`src/rtl/dsk_pkg.sv`:
```
package dsk_pkg;

    localparam int SLOTS = 7;

    typedef logic [SLOTS-1:0] frame_t;

    typedef enum logic [1:0] {
        ST_NORMAL   = 2'd0,
        ST_TRAINING = 2'd1,
        ST_TRAINED  = 2'd2
    } dsk_state_e;

    localparam frame_t NORM_CLK_A  = 7'b1111000;
    localparam frame_t NORM_CLK_B  = 7'b1110000;
    localparam frame_t TRAIN_CLK_A = 7'b1111100;
    localparam frame_t TRAIN_CLK_B = 7'b1100000;
    localparam frame_t TRAIN_DAT_A = 7'b1111000;
    localparam frame_t TRAIN_DAT_B = 7'b1110000;

    function automatic frame_t pick(input bit alt, input frame_t a, input frame_t b);
        return alt ? b : a;
    endfunction

endpackage

```
`src/rtl/dsk_mode_fsm.sv`:
```
module dsk_mode_fsm
    import dsk_pkg::*;
#(
    parameter int MIN_TRAIN = 4
) (
    input  logic clk,
    input  logic rst_n,
    input  logic req_n,
    output logic train_o,
    output logic short_o
);

    localparam int CW = $clog2(MIN_TRAIN + 1);
    localparam logic [CW-1:0] MIN_C = CW'(MIN_TRAIN);
    localparam bit ONE_ENOUGH = (MIN_TRAIN <= 1);

    dsk_state_e    state_q, state_d;
    logic [CW-1:0] cnt_q, cnt_d;
    logic          short_q, short_d;

    always_comb begin
        state_d = state_q;
        cnt_d   = cnt_q;
        short_d = short_q;
        unique case (state_q)
            ST_NORMAL: begin
                if (!req_n) begin
                    cnt_d   = CW'(1);
                    state_d = ONE_ENOUGH ? ST_TRAINED : ST_TRAINING;
                end
            end
            ST_TRAINING: begin
                if (req_n) begin
                    short_d = 1'b1;
                    cnt_d   = '0;
                    state_d = ST_NORMAL;
                end else begin
                    cnt_d = cnt_q + CW'(1);
                    if (cnt_q + CW'(1) == MIN_C) begin
                        state_d = ST_TRAINED;
                    end
                end
            end
            ST_TRAINED: begin
                if (req_n) begin
                    cnt_d   = '0;
                    state_d = ST_NORMAL;
                end
            end
            default: begin
                state_d = ST_NORMAL;
                cnt_d   = '0;
            end
        endcase
    end

    always_ff @(posedge clk or negedge rst_n) begin
        if (!rst_n) begin
            state_q <= ST_NORMAL;
            cnt_q   <= '0;
            short_q <= 1'b0;
        end else begin
            state_q <= state_d;
            cnt_q   <= cnt_d;
            short_q <= short_d;
        end
    end

    always_comb begin
        train_o = (state_q != ST_NORMAL);
        short_o = short_q;
    end


    short_rise_chk: assert property (@(posedge clk) disable iff (!rst_n)
        $rose(short_o) |-> ($past(state_q == ST_TRAINING) && $past(req_n)));


    short_sticky_chk: assert property (@(posedge clk) disable iff (!rst_n)
        short_o |=> short_o);

endmodule

```
`src/rtl/dsk_lane_slot.sv`:
```
module dsk_lane_slot
    import dsk_pkg::*;
#(
    parameter frame_t TRAIN_PAT = TRAIN_DAT_A
) (
    input  logic   clk,
    input  logic   rst_n,
    input  logic   take_i,
    input  logic   train_i,
    input  frame_t word_i,
    output frame_t pat_o
);

    frame_t word_q;

    always_ff @(posedge clk or negedge rst_n) begin
        if (!rst_n) begin
            word_q <= '0;
        end else if (take_i) begin
            word_q <= word_i;
        end
    end

    always_comb begin
        pat_o = train_i ? TRAIN_PAT : word_q;
    end


    pass_data_chk: assert property (@(posedge clk) disable iff (!rst_n)
        ($past(rst_n) && $past(take_i)) |-> (pat_o == $past(word_i)));


    train_data_chk: assert property (@(posedge clk) disable iff (!rst_n)
        ($past(rst_n) && !$past(take_i)) |-> (pat_o == TRAIN_PAT));

endmodule

```
`src/rtl/dsk_train_framer.sv`:
```
module dsk_train_framer
    import dsk_pkg::*;
#(
    parameter int N_LANES        = 8,
    parameter int MIN_TRAIN      = 4,
    parameter bit NORM_CLK_ALT   = 1'b0,
    parameter bit TRAIN_CLK_ALT  = 1'b0,
    parameter bit TRAIN_DATA_ALT = 1'b0
) (
    input  logic                       clk,
    input  logic                       rst_n,
    input  logic                       train_req_n,
    input  logic [N_LANES*SLOTS-1:0]   lane_words_i,
    output logic [SLOTS-1:0]           clk_lane_o,
    output logic [N_LANES*SLOTS-1:0]   data_lanes_o,
    output logic                       train_short_o
);

    localparam frame_t NORM_CLK  = pick(NORM_CLK_ALT,   NORM_CLK_A,  NORM_CLK_B);
    localparam frame_t TRAIN_CLK = pick(TRAIN_CLK_ALT,  TRAIN_CLK_A, TRAIN_CLK_B);
    localparam frame_t TRAIN_DAT = pick(TRAIN_DATA_ALT, TRAIN_DAT_A, TRAIN_DAT_B);

    logic train;

    dsk_mode_fsm #(
        .MIN_TRAIN (MIN_TRAIN)
    ) u_fsm (
        .clk     (clk),
        .rst_n   (rst_n),
        .req_n   (train_req_n),
        .train_o (train),
        .short_o (train_short_o)
    );

    for (genvar g = 0; g < N_LANES; g++) begin : g_lane
        dsk_lane_slot #(
            .TRAIN_PAT (TRAIN_DAT)
        ) u_slot (
            .clk     (clk),
            .rst_n   (rst_n),
            .take_i  (train_req_n),
            .train_i (train),
            .word_i  (lane_words_i[g*SLOTS +: SLOTS]),
            .pat_o   (data_lanes_o[g*SLOTS +: SLOTS])
        );
    end

    always_comb begin
        clk_lane_o = train ? TRAIN_CLK : NORM_CLK;
    end


    norm_clk_chk: assert property (@(posedge clk) disable iff (!rst_n)
        ($past(rst_n) && $past(train_req_n)) |-> (clk_lane_o == NORM_CLK));


    train_clk_chk: assert property (@(posedge clk) disable iff (!rst_n)
        ($past(rst_n) && !$past(train_req_n)) |-> (clk_lane_o == TRAIN_CLK));

endmodule

```
`config.mk`:
```
export PLATFORM = sky130hd
export DESIGN_NAME = dsk_train_framer
export DESIGN_NICKNAME = d
export VERILOG_FILES = /design/src/rtl/dsk_pkg.sv /design/src/rtl/dsk_mode_fsm.sv /design/src/rtl/dsk_lane_slot.sv /design/src/rtl/dsk_train_framer.sv
export SDC_FILE = /design/constraint.sdc
export NUM_CORES = 1
export LEC_CHECK = 0
export ABC_AREA = 1
export BUFFER_PORTS_ARGS = -buffer_cell sky130_fd_sc_hd__buf_2
export CORE_MARGIN = 2
export CORE_UTILIZATION = 36
export CTS_BUF_LIST = sky130_fd_sc_hd__clkbuf_16
export DETAILED_ROUTE_END_ITERATION = 7
export SETUP_SLACK_MARGIN = 0.4
export SLEW_MARGIN = 20
export SYNTH_ARGS = -nofsm -noshare
export SYNTH_HDL_FRONTEND = slang
export SYNTH_SLANG_ARGS = --single-unit
```
`constraint.sdc`:
```
create_clock -name clk -period 1.15 [get_ports clk]
set_input_delay 0.1725 -clock clk [delete_from_list [all_inputs] [get_ports clk]]
set_output_delay 0.1725 -clock clk [all_outputs]
set_load 0.01 [all_outputs]
```
After elaboration in Yosys (flattened, before gate mapping):

Index checks and enable logic that the tools add are counted.

* reduce and logical (&&, ||, !) cells: 5
* $add $sub $neg: 1
* mux-type cells: 18
* eq/ne operators: 6

Operators by type and width (number)
* 2-to-1 mux 7 bit: 8
* 2-to-1 mux 3 bit: 4
* one-hot mux 3 bit (3 select lines): 1
* 2-to-1 mux 2 bit: 4
* one-hot mux 2 bit (3 select lines): 1
* != test 2 bit (second input constant): 2
* AND reduction 2 bit: 2
* adder 3 x 1 -> 3 bit (second input constant): 1
* equality test 3 bit (second input constant): 1
* != test 3 x 2 -> 1 bit (second input constant): 1
* AND reduction 3 bit: 1
* equality test 2 x 1 -> 1 bit (second input constant): 1
* equality test 2 bit (second input constant): 1
* zero test 2 bit: 1
* nonzero test 2 bit: 1

* logic and storage cells: 41
* bits of input ports: 59
* register bits after elaboration: 62
* output and inout port bits: 64

Depth between registers and ports, before layout:

Gate-level depths: netlist of run 1.

* depth in word-level cells: 5
* gate-level depth with buffers: 6
* mapped depth without buffers: 6

Modules after synthesis:

Synthesis of run 1 repeated with hierarchy kept, for this count alone.

* cells, all modules: 365
* area, all modules: 2965.3 um2

Modules (own cells, without submodules)
* dsk_lane_slot: area an instance 324.1 um2, instances 8, cells each 40, seq. area each 175.2 um2
* dsk_mode_fsm: area an instance 312.8 um2, instances 1, cells each 36, seq. area each 150.1 um2
* dsk_train_framer: area an instance 60.1 um2, instances 1, cells each 9, seq. area each 0.0 um2

Worst setup path before layout of run 1:

OpenSTA, ideal clock, no wires.

* kind: flip-flop to output port
* start: register u_fsm.state_q[0]
* end: output port data_lanes_o[14]
* arrival time: 0.910 ns
* buffers on the path: 1
* setup slack: 0.068 ns
* required time: 0.978 ns
* cell stages (with the launch flop): 5
* cell sequence: dfrtp_1 inv_1 nand2_2 buf_2 nor2_1

* word-level cells in the longest chain between the ends: 2

Ends and longest elaborated chain
* start, declared: RTL line dsk_mode_fsm.sv:17 `dsk_state_e state_q, state_d;`
* start signal, assigned: RTL line dsk_mode_fsm.sv:63 `state_q <= state_d;`
* nonzero test 2 bit: RTL line dsk_mode_fsm.sv:70 `train_o = (state_q != ST_NORMAL);`
* net g_lane[0].u_slot.train_i: RTL line dsk_lane_slot.sv:9 `input logic train_i,`
* 2-to-1 mux 7 bit: RTL line dsk_lane_slot.sv:25 `pat_o = train_i ? TRAIN_PAT : word_q;`
* end, declared: RTL line dsk_train_framer.sv:15 `output logic [N_LANES*SLOTS-1:0] data_lanes_o,`

The timed path passes the listed nets, and every way through them passes these cells.

Worst setup path after layout of run 1:

* start: register u_fsm.state_q[0]
* end: output port data_lanes_o[46]

* word-level cells in the longest chain between the ends: 2

Ends and longest elaborated chain (RTL line)
* nonzero test 2 bit: dsk_mode_fsm.sv:70
* 2-to-1 mux 7 bit: dsk_lane_slot.sv:25

Every way passes these cells.

==> run summary, run 1 <==
The worst hold path begins at lane_words_i[11]. In this run the biggest area consumer among cell types represents 54.9% of the synthesized area. The tools report the critical path endpoint category as a primary output. The checks that failed: setup timing.

For this design the top-level I/O count stands at 123. The congestion estimate from routability-driven global placement came to 0.731. The starting utilization of the core area was 36.9%; the total number of clock tree sinks was 62.

The detailed router placed 2532 vias in this run. The run finished, with violations left. The combined area of all synthesized cells was 2830 µm². TritonCTS built the clock tree.

For this block, the initial DRC count from the detailed router was 80. The post-route netlist has 42.7% of its cells at a drive strength greater than 1. The maximum resistive drop on vdd was 1.06 mV.

Classification of the worst-slack hold path: in2reg. For the utilization of the core after routing, the log shows 56.2%. In this run the critical register-to-register path is launched from u_fsm.state_q[0].

The worst setup path is of the reg2out kind. For the worst setup path, the data required time is 0.98 ns. In this run, distinct cell masters in the synthesized netlist total 17. The post-route minimum period is 1.50 ns, and the first-pass detailed-route iteration total is 5.

The critical path goes through inv_2 > nand2_8 > clkinv_8 > clkbuf_16 > nand2_2 > buf_6. In this run, CTS created clock tree buffers numbering 9. The first global-routing pass estimated 10.8 mm of wire. The critical path's slowest cell was sky130_fd_sc_hd__dfrtp_1. Via count of the first global-routing pass: 2352. The least setup slack across all paths after layout came out at -0.351 ns. Along the worst hold path, the cell count comes to 3. The count of filler cells inserted in the layout was 713. The vertical die dimension came out at 92.6 µm.

Capture instance of the worst register-to-register path: u_fsm.cnt_q[2]. After clock tree synthesis, the clock-pin slew on the worst setup and hold paths is 0.05 ns. Aggregate global-route resource usage: 16.1%.

In this run the power density over the cells is 1610 nW/µm². The logs give 666 MHz for the highest attainable clock frequency and 3630 µm² for the placement-stage cell area. The floorplan step defined a die boundary enclosing 8570 µm². Data on the critical path arrives at its endpoint at 1.33 ns.

Setup repair after global routing could not meet its margin everywhere. The largest total area in the synthesized netlist belongs to sky130_fd_sc_hd__dfrtp_1. The run gives 0 as the max-cap check violation count. The final layout contains 542 nets. For the final database, setup skew stands at 0.00324 ns.

The total area inside the core boundary comes to 7650 µm². For this run, design rule violations remaining after detail routing come to 0. During placement, the flow inserted port buffers numbering 116.

Number of cell rows: 32. The run gives 2.29 nW as the static leakage. The count of final max-slew check failures is 0, and the layout-stage area growth over the synthesis result is 52.2%. The post-layout instance area was 4300 µm².

The period utilization came out at 131%. Entering global routing, the biggest net connects 63 pins. Summing the sequential cell areas from Yosys gives 54.9% of the chip area. The die is 92.6 µm wide. The number of hold violations in the final report was 0.

After technology mapping, the gate count stands at 349. Setup violations remaining at the end of the flow were counted as 57. The tools report the root buffer cell as sky130_fd_sc_hd__clkbuf_16.

The number of antenna violations at the first check in global routing was 0. In this run the deepest clock path goes through 2 buffers. For this block, the routed nets add up to 7.12 mm of wire. Yosys attributes the largest share of cell area to sky130_fd_sc_hd__dfrtp_1 (55%), sky130_fd_sc_hd__nand2_1 (14%), sky130_fd_sc_hd__o21ai_0 (8.1%), sky130_fd_sc_hd__inv_1 (8.0%), sky130_fd_sc_hd__nor2_1 (3.3%). The half-perimeter wire length after detailed placement is 4.59 mm, and the number of vias per cell is 4.31. For the worst-skew pair, the clock arrives at the later sink with an insertion delay of 0.32 ns. The longest individual stage delay on the worst path works out to 0.40 ns.

In this run the worst path has a maximum fanout of 6. The number of routed nets with antenna violations is 0, and the number of H-tree branching levels is 3. Dividing the detail-routed wire length by the instance count gives 12.1 µm.

Sum of overflow across all layers after global routing: 0. The worst hold path terminates at g_lane[1].u_slot.word_q[4]. The number of antenna cells inserted is 0, and the setup slack of the worst register-to-register path is 0.01 ns. The flip-flop and latch count after synthesis is 62.

The tools report the number of warnings reported in the yosys synthesis log as 0. The worst setup path is launched from a flip-flop. The tools report the launch point of the worst path as u_fsm.state_q[0].

The worst register-to-register path has a depth of 7. Average instance area after synthesis: 8.10 µm².
kinds of logic (layout without fill, tap and decap cells):
logic type | Yosys count | after routing | share of synthesized area (%)
and+or+nand+nor | 140 | 140 | 19.0
buffers and inverters | 86 | 218 | 14.7
DFF | 62 | 62 | 54.9
AOI/OAI and AO/OA | 57 | 57 | 10.2
adders and majority gates | 2 | 2 | 0.886
other | 2 | 6 | 0.266
cell usage in the layout, fill, tap and decap left out:
master	instances
sky130_fd_sc_hd__nand2_4	5
sky130_fd_sc_hd__nand2_2	9
sky130_fd_sc_hd__nand3_2	5
sky130_fd_sc_hd__nor2_4	9
sky130_fd_sc_hd__nand3_1	2
sky130_fd_sc_hd__nand2_1	93
sky130_fd_sc_hd__buf_12	4
sky130_fd_sc_hd__clkinv_1	1
sky130_fd_sc_hd__o21ai_1	10
sky130_fd_sc_hd__clkbuf_16	11
sky130_fd_sc_hd__inv_2	3
sky130_fd_sc_hd__clkinv_2	4
sky130_fd_sc_hd__nor2_1	1
sky130_fd_sc_hd__inv_1	57
sky130_fd_sc_hd__clkinv_8	1
sky130_fd_sc_hd__dfrtp_2	2
sky130_fd_sc_hd__o21bai_1	1
sky130_fd_sc_hd__o21ai_0	46
sky130_fd_sc_hd__buf_4	10
sky130_fd_sc_hd__nand2_8	1
sky130_fd_sc_hd__nor2_2	15
sky130_fd_sc_hd__buf_2	102
sky130_fd_sc_hd__dfrtp_1	60
sky130_fd_sc_hd__buf_6	21
sky130_fd_sc_hd__buf_16	1
sky130_fd_sc_hd__ha_4	2
sky130_fd_sc_hd__inv_4	1
sky130_fd_sc_hd__bufinv_16	1
sky130_fd_sc_hd__dlygate4sd3_1	1
sky130_fd_sc_hd__conb_1	6
flip-flops by register name, indices dropped and copies added, names as in the netlist:
name and count:
u_fsm.state_q 2, u_fsm.cnt_q 3, g_lane.u_slot.word_q 56, u_fsm.short_o 1
what timing repair did:
action,CTS,global route
resized for setup,13,49
setup buffers,2,4
endpoints found under the hold margin,62,0
hold buffers,1,0
pin swaps,3,10
endpoints found under the setup margin,64,66
gates cloned,0,3
Yosys cell counts:
| cell type | instances |
|---|---|
| sky130_fd_sc_hd__nand2_2 | 1 |
| sky130_fd_sc_hd__inv_2 | 2 |
| sky130_fd_sc_hd__buf_6 | 7 |
| sky130_fd_sc_hd__nand3_1 | 7 |
| sky130_fd_sc_hd__o21bai_1 | 1 |
| sky130_fd_sc_hd__conb_1 | 2 |
| sky130_fd_sc_hd__inv_1 | 60 |
| sky130_fd_sc_hd__o21ai_1 | 10 |
| sky130_fd_sc_hd__clkbuf_2 | 1 |
| sky130_fd_sc_hd__nand2_1 | 107 |
| sky130_fd_sc_hd__o21ai_0 | 46 |
| sky130_fd_sc_hd__nor2_1 | 25 |
| sky130_fd_sc_hd__clkbuf_1 | 4 |
| sky130_fd_sc_hd__dfrtp_1 | 62 |
| sky130_fd_sc_hd__buf_4 | 10 |
| sky130_fd_sc_hd__buf_2 | 2 |
| sky130_fd_sc_hd__ha_1 | 2 |
how the worst max path moves through the flow:
stage | end | slack, ns | cells after the start
2_1_floorplan | data_lanes_o[11] | 0.13 | 5
3_3_place_gp | data_lanes_o[48] | 0.04 | 6
3_5_place_dp | data_lanes_o[11] | -0.005 | 6
4_1_cts | data_lanes_o[11] | -0.34 | 6
5_1_grt | data_lanes_o[18] | -0.41 | 6
6_report | data_lanes_o[46] | -0.35 | 6
metal layers:
layer / wire length, µm / up-vias / global-route usage [%]
met5: 0 / - / 0
met4: 24 / 0 / 3.48
met3: 403 / 2 / 5.94
met2: 3610 / 76 / 27.0
met1: 3090 / 1164 / 19.9
li1: - / 1290 / -
critical path, delay by kind of cell, from the launching register on:
kind / cells / cell delay, ns
buffers and inverters: 4 / 0.46
DFF: 1 / 0.40
and+or+nand+nor: 2 / 0.15
final cells by class:
cell class	instances	area (µm²)	area share, %
clock buffer	9	225	5.24
sequential	62	1550	36.1
multi-input combinational	205	1100	25.6
tap	102	128	2.97
timing repair buffer	141	990	23.0
inverter	62	248	5.76
clock inverter	6	53.8	1.25
power by group:
group | switching (W) | internal, W | leakage [nW]
Sequential | 0.0000809 | 0.00239 | 0.751
Clock | 0.000886 | 0.00164 | 0.142
Combinational | 0.00106 | 0.000887 | 1.40
through the flow:
step                      hold WS [ns]  setup WS, ns  power (W)   TNS, ns  instances
final                           0.0592        -0.351    0.00694    -18.24        587
after global routing            0.0590        -0.410    0.00734    -21.79        587
after CTS                       0.0514        -0.343    0.00665    -17.68        580
after detailed placement         0.212      -0.00522    0.00401  -0.00750        562
after global placement           0.214        0.0362    0.00398         0        562
after floorplan                 -0.123         0.134    0.00339         0        353
No activity file was read; power rests on OpenSTA's default activity.
==> inputs of run 2 (changes only) <==
- TNS_END_PERCENT: unset -> 50
==> run 2 against run 1 <==
Against the previous run: the flow still finishes with violations (setup timing); final cell count down 1.0%; clock power hardly changed; critical path depth stayed put; largest power group unchanged; highest routed layer unchanged.
==> run summary, run 2 (synthesis gave the netlist of run 1 again) <==
The run gives 0 (unchanged) as the sum of overflow across all layers after global routing. DRC marker count from the first detailed-route iteration: 68 (-15%). The logs give 2467 (-2.6%) for the total number of vias and 0 (unchanged) for the number of hold violations in the final report. Total negative setup slack: -16.93 ns (+1.30 ns). The first-pass detailed-route iteration total came out at 4 (-1). The capture instance of the worst register-to-register path is u_fsm.state_q[0].

The tools report the number of routed nets with antenna violations as 0 (unchanged). Total chip power: 0.00675 W (-2.7%). The worst setup path is launched from a flip-flop. The area of combinational cells with multiple inputs came out at 1020 µm² (-7.5%). Placement-stage cell area: 3620 µm² (-0.21%). The count of endpoints failing setup in the final report is 57 (unchanged), and the total CTS buffers is 9 (unchanged).

Root buffer cell: sky130_fd_sc_hd__clkbuf_16. The weighted congestion reported at the end of routability-driven placement is 0.772 (+5.7%), and the via count of the first global-routing pass is 2313 (-1.7%). The post-route minimum period was 1.48 ns (-0.0206 ns). The critical path endpoint category was a primary output. The flow ran to the end, but the final reports show violations. Final wirelength: 6.67 mm (-6.3%).

The most critical setup path has its startpoint at u_fsm.state_q[0]. For the post-route worst hold slack, the log shows 0.0587 ns (-0.000471 ns). The fraction of layout instances using a drive strength above 1 is 38.4% (-4.3 points).

The final worst clock skew is 0.00179 ns (-0.00145 ns). The register with the most flip-flops was g_lane.u_slot.word_q. The horizontal die dimension was 92.6 µm (unchanged). The count of filler cells inserted in the layout is 762 (+6.9%). Period utilization: 129% (-1.8 points). The library cell used most frequently in the layout, excluding fill and tap cells, is sky130_fd_sc_hd__buf_2. The number of cell rows was 32 (unchanged); the number of primary I/O pins was 123 (unchanged). The half-perimeter wire length after detailed placement is 4.48 mm (-2.3%).

The number of H-tree branching levels was 3 (unchanged); the vertical die dimension was 92.6 µm (unchanged). Count of final max-slew check failures: 0 (unchanged). Setup repair after global routing could not meet its margin everywhere. TritonCTS built the clock tree. The logs give 36.9% (unchanged) for the starting utilization of the core area and 0.03 ns (+0.02 ns) for the setup slack of the worst register-to-register path.

The static leakage was 2.23 nW (-2.5%); the endpoint arrival time on the critical path was 1.31 ns (-0.02 ns). Total number of clock tree sinks: 62 (unchanged). The logs give 535 (-1.3%) for the net count reported at finish and 2 (unchanged) for the number of buffers between clock root and the deepest sink.

The maximum resistive drop on vdd is 0.736 mV (-31%), and the number of cells on the worst reg-to-reg path is 7 (unchanged). The average detailed-routed wire length per instance was 11.5 µm (-5.3%); the required time at the worst-slack endpoint was 0.98 ns (about the same). Highest attainable clock frequency: 675 MHz (+1.4%). The power per cell area is 1620 nW/µm² (+0.56%). The number of vias per cell works out to 4.25 (-1.6%). The classification of the worst-slack hold path is in2reg.

Flip-flop count of the largest register after layout: 56 (unchanged). The tools report the number of antenna cells inserted as 0 (unchanged). The checks that failed: setup timing. The largest registers in the layout are g_lane.u_slot.word_q x56, u_fsm.cnt_q x3, u_fsm.state_q x2. From synthesis to final layout, the design area changed by 47.2%. The number of antenna violations at the first check in global routing was 0 (unchanged).

For the global-route wire length before repair, the log shows 10.6 mm (-2.5%). In the layout the commonest cells are sky130_fd_sc_hd__buf_2 (102), sky130_fd_sc_hd__nand2_1 (100), sky130_fd_sc_hd__dfrtp_1 (62). The tools report the max-cap check violation count as 0 (unchanged). The area enclosed by the die boundary is 8570 µm² (unchanged).

Largest fanout on the critical path: 7 (+1). The core box area was 7650 µm² (unchanged). The remaining design rule violation count is 0 (unchanged).

The least setup slack across all paths after layout was -0.330 ns (+0.0206 ns); the pin count of the biggest net entering global routing was 63 (unchanged). The clock-pin transition on the worst setup and hold timing paths is 0.05 ns (about the same). The sequential cell area in the final layout was 1550 µm² (-0.16%); the post-layout instance area was 4160 µm² (-3.3%). The critical path ends at data_lanes_o[34].

The insertion delay to the later sink of the worst-skew pair was 0.31 ns (about the same). The aggregate global-route resource usage was 15.7% (-0.41 points). The tools report the startpoint of the worst-slack reg-to-reg timing path as u_fsm.state_q[1]. The setup path with the least slack is of type reg2out.

Count of buffers from port buffering: 116 (unchanged).
==> run 2: changes by cell type in the layout (fill, tap and decap cells not counted), moves of 2 or more <==
| cell | change |
|---|---|
| sky130_fd_sc_hd__nand2_2 | -2 |
| sky130_fd_sc_hd__buf_12 | +3 |
| sky130_fd_sc_hd__buf_6 | -6 |
| sky130_fd_sc_hd__dfrtp_1 | +2 |
| sky130_fd_sc_hd__nand2_1 | +7 |
| sky130_fd_sc_hd__nand2_4 | -5 |
| sky130_fd_sc_hd__clkinv_2 | -3 |
| sky130_fd_sc_hd__dfrtp_2 | -2 |
| sky130_fd_sc_hd__nand3_1 | +5 |
| sky130_fd_sc_hd__nor2_2 | +2 |
| sky130_fd_sc_hd__nand3_2 | -5 |
| sky130_fd_sc_hd__inv_1 | +2 |
| sky130_fd_sc_hd__buf_4 | -3 |
==> run 2: layout make-up <==
type                       count  share of cell area, %
clock inverter                 7                   1.38
timing repair buffer         134                   22.4
tap                          102                   3.07
inverter                      62                   5.90
sequential                    62                   37.3
clock buffer                   9                   5.42
multi-input combinational    205                   24.5
==> run 2: worst min-delay path by stage <==
stage          cells after the start  slack [ns]                    endpoint              from
2_1_floorplan                      0       -0.12  g_lane[0].u_slot.word_q[0]             rst_n
3_3_place_gp                       2        0.21  g_lane[7].u_slot.word_q[1]             rst_n
3_5_place_dp                       2        0.21  g_lane[7].u_slot.word_q[1]             rst_n
4_1_cts                            3        0.05  g_lane[0].u_slot.word_q[3]   lane_words_i[3]
5_1_grt                            3        0.05  g_lane[7].u_slot.word_q[4]  lane_words_i[53]
6_report                           3        0.06  g_lane[0].u_slot.word_q[3]   lane_words_i[3]
==> run 2: critical path: stages, from the launching register on <==
cell and delay [ns]:
sky130_fd_sc_hd__dfrtp_1 0.39, sky130_fd_sc_hd__inv_2 0.11, sky130_fd_sc_hd__nand2_8 0.09, sky130_fd_sc_hd__clkinv_8 0.08, sky130_fd_sc_hd__clkbuf_16 0.14, sky130_fd_sc_hd__nand2_1 0.05
sky130_fd_sc_hd__buf_2 0.13
==> run 2: per-stage QoR <==
stage               setup WS, ns  instances  util (%)
finish                    -0.330        581      54.4
global route              -0.394        581      54.4
CTS                       -0.329        578      52.5
detailed placement       0.00373        558      47.4
global placement          0.0196        558      47.4
floorplan                  0.134        353         -
==> run 2: metal layers <==
metal | part of all wire, % | routed length, µm | up-vias | global-route usage [%]
met1 | 46 | 3040 | 1111 | 20.8
met3 | 6.8 | 456 | 8 | 5.21
met5 | 0 | 0 | - | 0
met2 | 47 | 3110 | 71 | 24.5
li1 | - | - | 1277 | -
met4 | 0.94 | 63 | 0 | 4.85
==> run 2: power breakdown <==
| group | switching (W) | leakage [nW] | internal [W] | total (W) |
|---|---|---|---|---|
| combinational | 0.000975 | 1.34 | 0.000805 | 0.00178 |
| clock | 0.000865 | 0.143 | 0.00164 | 0.00250 |
| sequential | 0.0000783 | 0.753 | 0.00239 | 0.00246 |
| total | 0.00192 | 2.23 | 0.00483 | 0.00675 |
==> run 2: repair_timing <==
action	in CTS	in global routing
gates cloned	0	2
hold buffers	1	0
pin swaps	5	1
gates resized for setup	17	20
setup buffers	3	1
hold endpoints to repair	62	0
endpoints found under the setup margin	64	67
==> inputs of run 3 (changes only) <==
- CELL_PAD_IN_SITES_DETAIL_PLACEMENT: unset -> 0
- CELL_PAD_IN_SITES_GLOBAL_PLACEMENT: unset -> 1
- CORE_UTILIZATION: 36 -> 33
- PLACE_DENSITY_LB_ADDON: unset -> 0.1
==> run 3 against run 2 <==
Against the previous run: the flow still finishes with violations (setup timing); critical path depth unchanged; sequential share of layout area up 0.87 points; count of clock-buffer cells in the layout stayed put; die area increased by 8.7%; hold slack got worse by 0.0071 ns; register-to-register slack improved by 0.10 ns; total power is 2.2% higher; sequential cell count is the same; global-route usage shrank 1.1 points; combinational power is 9% lower; critical path type unchanged; largest cell class unchanged.
==> run summary, run 3 (synthesis gave the netlist of run 1 again) <==
For the total CTS buffers, the log shows 9 (unchanged). The via count of the first global-routing pass was 2209 (-4.5%); the net count reported at finish was 530 (-0.93%). The fraction of layout instances using a drive strength above 1 came out at 38.0% (-0.44 points). The number of routed nets with antenna violations was 0 (unchanged). The checks that failed: setup timing.

The least setup slack across all paths after layout is -0.345 ns (-0.0147 ns), and the total number of clock tree sinks is 62 (unchanged). The tools report the core box area as 8260 µm² (+8.0%). The final wirelength came out at 6.55 mm (-1.9%). In this run the worst hold path is classified as in2reg. The insertion delay to the later sink of the worst-skew pair is 0.32 ns (about the same), and the count of endpoints failing setup in the final report is 57 (unchanged).

The tools report the endpoint arrival time on the critical path as 1.32 ns (about the same). Setup repair after global routing could not meet its margin everywhere. Highest attainable clock frequency: 669 MHz (-0.98%).

The power per cell area was 1700 nW/µm² (+4.5%). The logs give 579 (-0.34%) for the final cell count without fillers and 0 (unchanged) for the sum of overflow across all layers after global routing. The number of buffers between clock root and the deepest sink was 2 (unchanged). STA classifies the critical path endpoint as a primary output. The tools report the weighted congestion reported at the end of routability-driven placement as 0.733 (-5.1%). For the post-route worst hold slack, the log shows 0.0517 ns (-0.00708 ns). The flow ran to the end, but the final reports show violations. The total number of vias was 2495 (+1.1%).

The count of buffers from port buffering was 116 (unchanged); the global-route wire length before repair was 10.2 mm (-3.5%). The number of antenna cells inserted is 0 (unchanged). TritonCTS built the clock tree. Remaining design rule violation count: 0 (unchanged). The library cell used most frequently in the layout, excluding fill and tap cells, is sky130_fd_sc_hd__buf_2. The run gives 0.98 ns (about the same) as the required time at the worst-slack endpoint. For the number of primary I/O pins, the log shows 123 (unchanged).

The tools report the aggregate global-route resource usage as 14.6% (-1.1 points). The vertical die dimension is 96.5 µm (+4.3%). The critical path's slowest cell was sky130_fd_sc_hd__dfrtp_1. In the layout the commonest cells are sky130_fd_sc_hd__buf_2 (104), sky130_fd_sc_hd__nand2_1 (101), sky130_fd_sc_hd__dfrtp_1 (61). The max-cap check violation count was 0 (unchanged); the number of antenna violations at the first check in global routing was 0 (unchanged). For the pin count of the biggest net entering global routing, the log shows 63 (unchanged). Compared with the post-synthesis result, the final layout area differs by 43.9%.

The critical path buffer and inverter count is 4 (unchanged), and the flip-flop count of the largest register after layout is 56 (unchanged). The tools report the first-pass detailed-route iteration total as 4 (unchanged). The largest fanout on the critical path works out to 18 (+11).

The average detailed-routed wire length per instance works out to 11.3 µm (-1.6%). The logs give 0.00729 ns (+0.00550 ns) for the final worst clock skew and 0.13 ns (+0.10 ns) for the setup slack of the worst register-to-register path. The critical path is of the reg2out type.

The half-perimeter wire length after detailed placement was 4.59 mm (+2.4%); the count of final max-slew check failures was 0 (unchanged). The worst setup path is launched from a flip-flop. The run gives 2.20 nW (-1.6%) as the static leakage.

The post-route minimum period came out at 1.50 ns (+0.0147 ns). The number of vias per cell is 4.31 (+1.5%), and the count of filler cells inserted in the layout is 869 (+14%). Number of hold violations in the final report: 0 (unchanged). For the maximum resistive drop on vdd, the log shows 0.863 mV (+17%). Grouping stages by cell kind, the critical path spends the most delay in buffers and inverters. Traced cell by cell, the critical path runs through inv_2 > nand2_4 > inv_4 > buf_12 > nand2_1 > buf_2.

The cell sitting at the root of the clock tree is a sky130_fd_sc_hd__clkbuf_16. The logs give 33 (+3.1%) for the number of cell rows and 3 (unchanged) for the number of H-tree branching levels. The horizontal die dimension was 96.5 µm (+4.3%).

The clock-pin transition on the worst setup and hold timing paths came out at 0.05 ns (about the same). The largest registers in the layout are g_lane.u_slot.word_q x56, u_fsm.cnt_q x3, u_fsm.state_q x2. The DRC marker count from the first detailed-route iteration came out at 41 (-40%). The total negative setup slack is -16.98 ns (-0.0447 ns). The tools report the starting utilization of the core area as 34.2% (-2.7 points). Period utilization: 130% (+1.3 points). The area enclosed by the die boundary is 9320 µm² (+8.7%), and the longest individual stage delay on the worst path is 0.38 ns (about the same).

Number of placed cells counting well taps: 561 (+0.54%). The register with the most flip-flops was g_lane.u_slot.word_q.
## run 3: changes by cell type in the layout (fill, tap and decap cells not counted), sizes merged
cell    before  now
buf        131  128
bufinv       1    2
clkbuf      11    9
clkinv       4    3
## run 3: path summary, 6_finish.rpt
kind	startpoint	endpoint	cells past startpoint
worst max-delay path	u_fsm.state_q[1]	data_lanes_o[17]	6
worst min-delay path	lane_words_i[40]	g_lane[5].u_slot.word_q[5]	3
worst max register to register	u_fsm.state_q[1]	u_fsm.cnt_q[1]	6
worst min register to register	u_fsm.short_o	u_fsm.short_o	1
max in group asynchronous	rst_n	u_fsm.cnt_q[0]	3
min in group asynchronous	rst_n	g_lane[4].u_slot.word_q[0]	3
## run 3: cell type report
cell class / instances / area, µm² / share of cell area, %
Sequential cell: 62 / 1550 / 38.2
Multi-Input combinational cell: 205 / 992 / 24.4
Timing Repair Buffer: 129 / 840 / 20.6
Inverter: 62 / 235 / 5.78
Clock buffer: 9 / 225 / 5.54
Tap cell: 105 / 131 / 3.23
Clock inverter: 7 / 90.1 / 2.22
## run 3: per-stage QoR
| stage | utilization (%) | area [µm²] | power (W) | worst slack (ns) |
|---|---|---|---|---|
| after CTS | 48.6 | 4010 | 0.00697 | -0.365 |
| final | 49.2 | 4070 | 0.00690 | -0.345 |
| after global placement | 43.9 | 3630 | 0.00401 | 0.00683 |
| after floorplan | - | 2950 | 0.00339 | 0.134 |
| after global routing | 49.2 | 4070 | 0.00731 | -0.415 |
| after detailed placement | 43.9 | 3630 | 0.00402 | -0.0167 |
## run 3: power breakdown
part | leakage, nW | total (W) | switching [W] | internal (W)
logic | 1.29 | 0.00162 | 0.000912 | 0.000704
clock network | 0.157 | 0.00282 | 0.000941 | 0.00188
registers | 0.752 | 0.00246 | 0.0000732 | 0.00238
total | 2.20 | 0.00690 | 0.00193 | 0.00497
## run 3: worst reg2reg max path: stages, from the launching register on
cell and delay [ns]:
sky130_fd_sc_hd__dfrtp_1 0.38, sky130_fd_sc_hd__inv_2 0.09, sky130_fd_sc_hd__nand2_4 0.09, sky130_fd_sc_hd__buf_4 0.17, sky130_fd_sc_hd__nand2_1 0.09, sky130_fd_sc_hd__nand3_1 0.08
sky130_fd_sc_hd__nand2_1 0.06
## run 3: per-layer routing
| metal | global-route usage [%] | routed length [µm] | vias to the layer above |
|---|---|---|---|
| met4 | 7.04 | 72 | 0 |
| met1 | 19.1 | 3040 | 1139 |
| li1 | - | - | 1272 |
| met5 | 0 | 0 | - |
| met3 | 4.50 | 444 | 8 |
| met2 | 22.2 | 2990 | 76 |
## run 3: timing repair
action                                  CTS  global route
hold buffers                              1             0
resized for setup                        11            12
endpoints found under the setup margin   64            64
hold endpoints to repair                 62             0
cloned                                    0             0
pin swaps                                 5             5
buffers inserted                          0             1
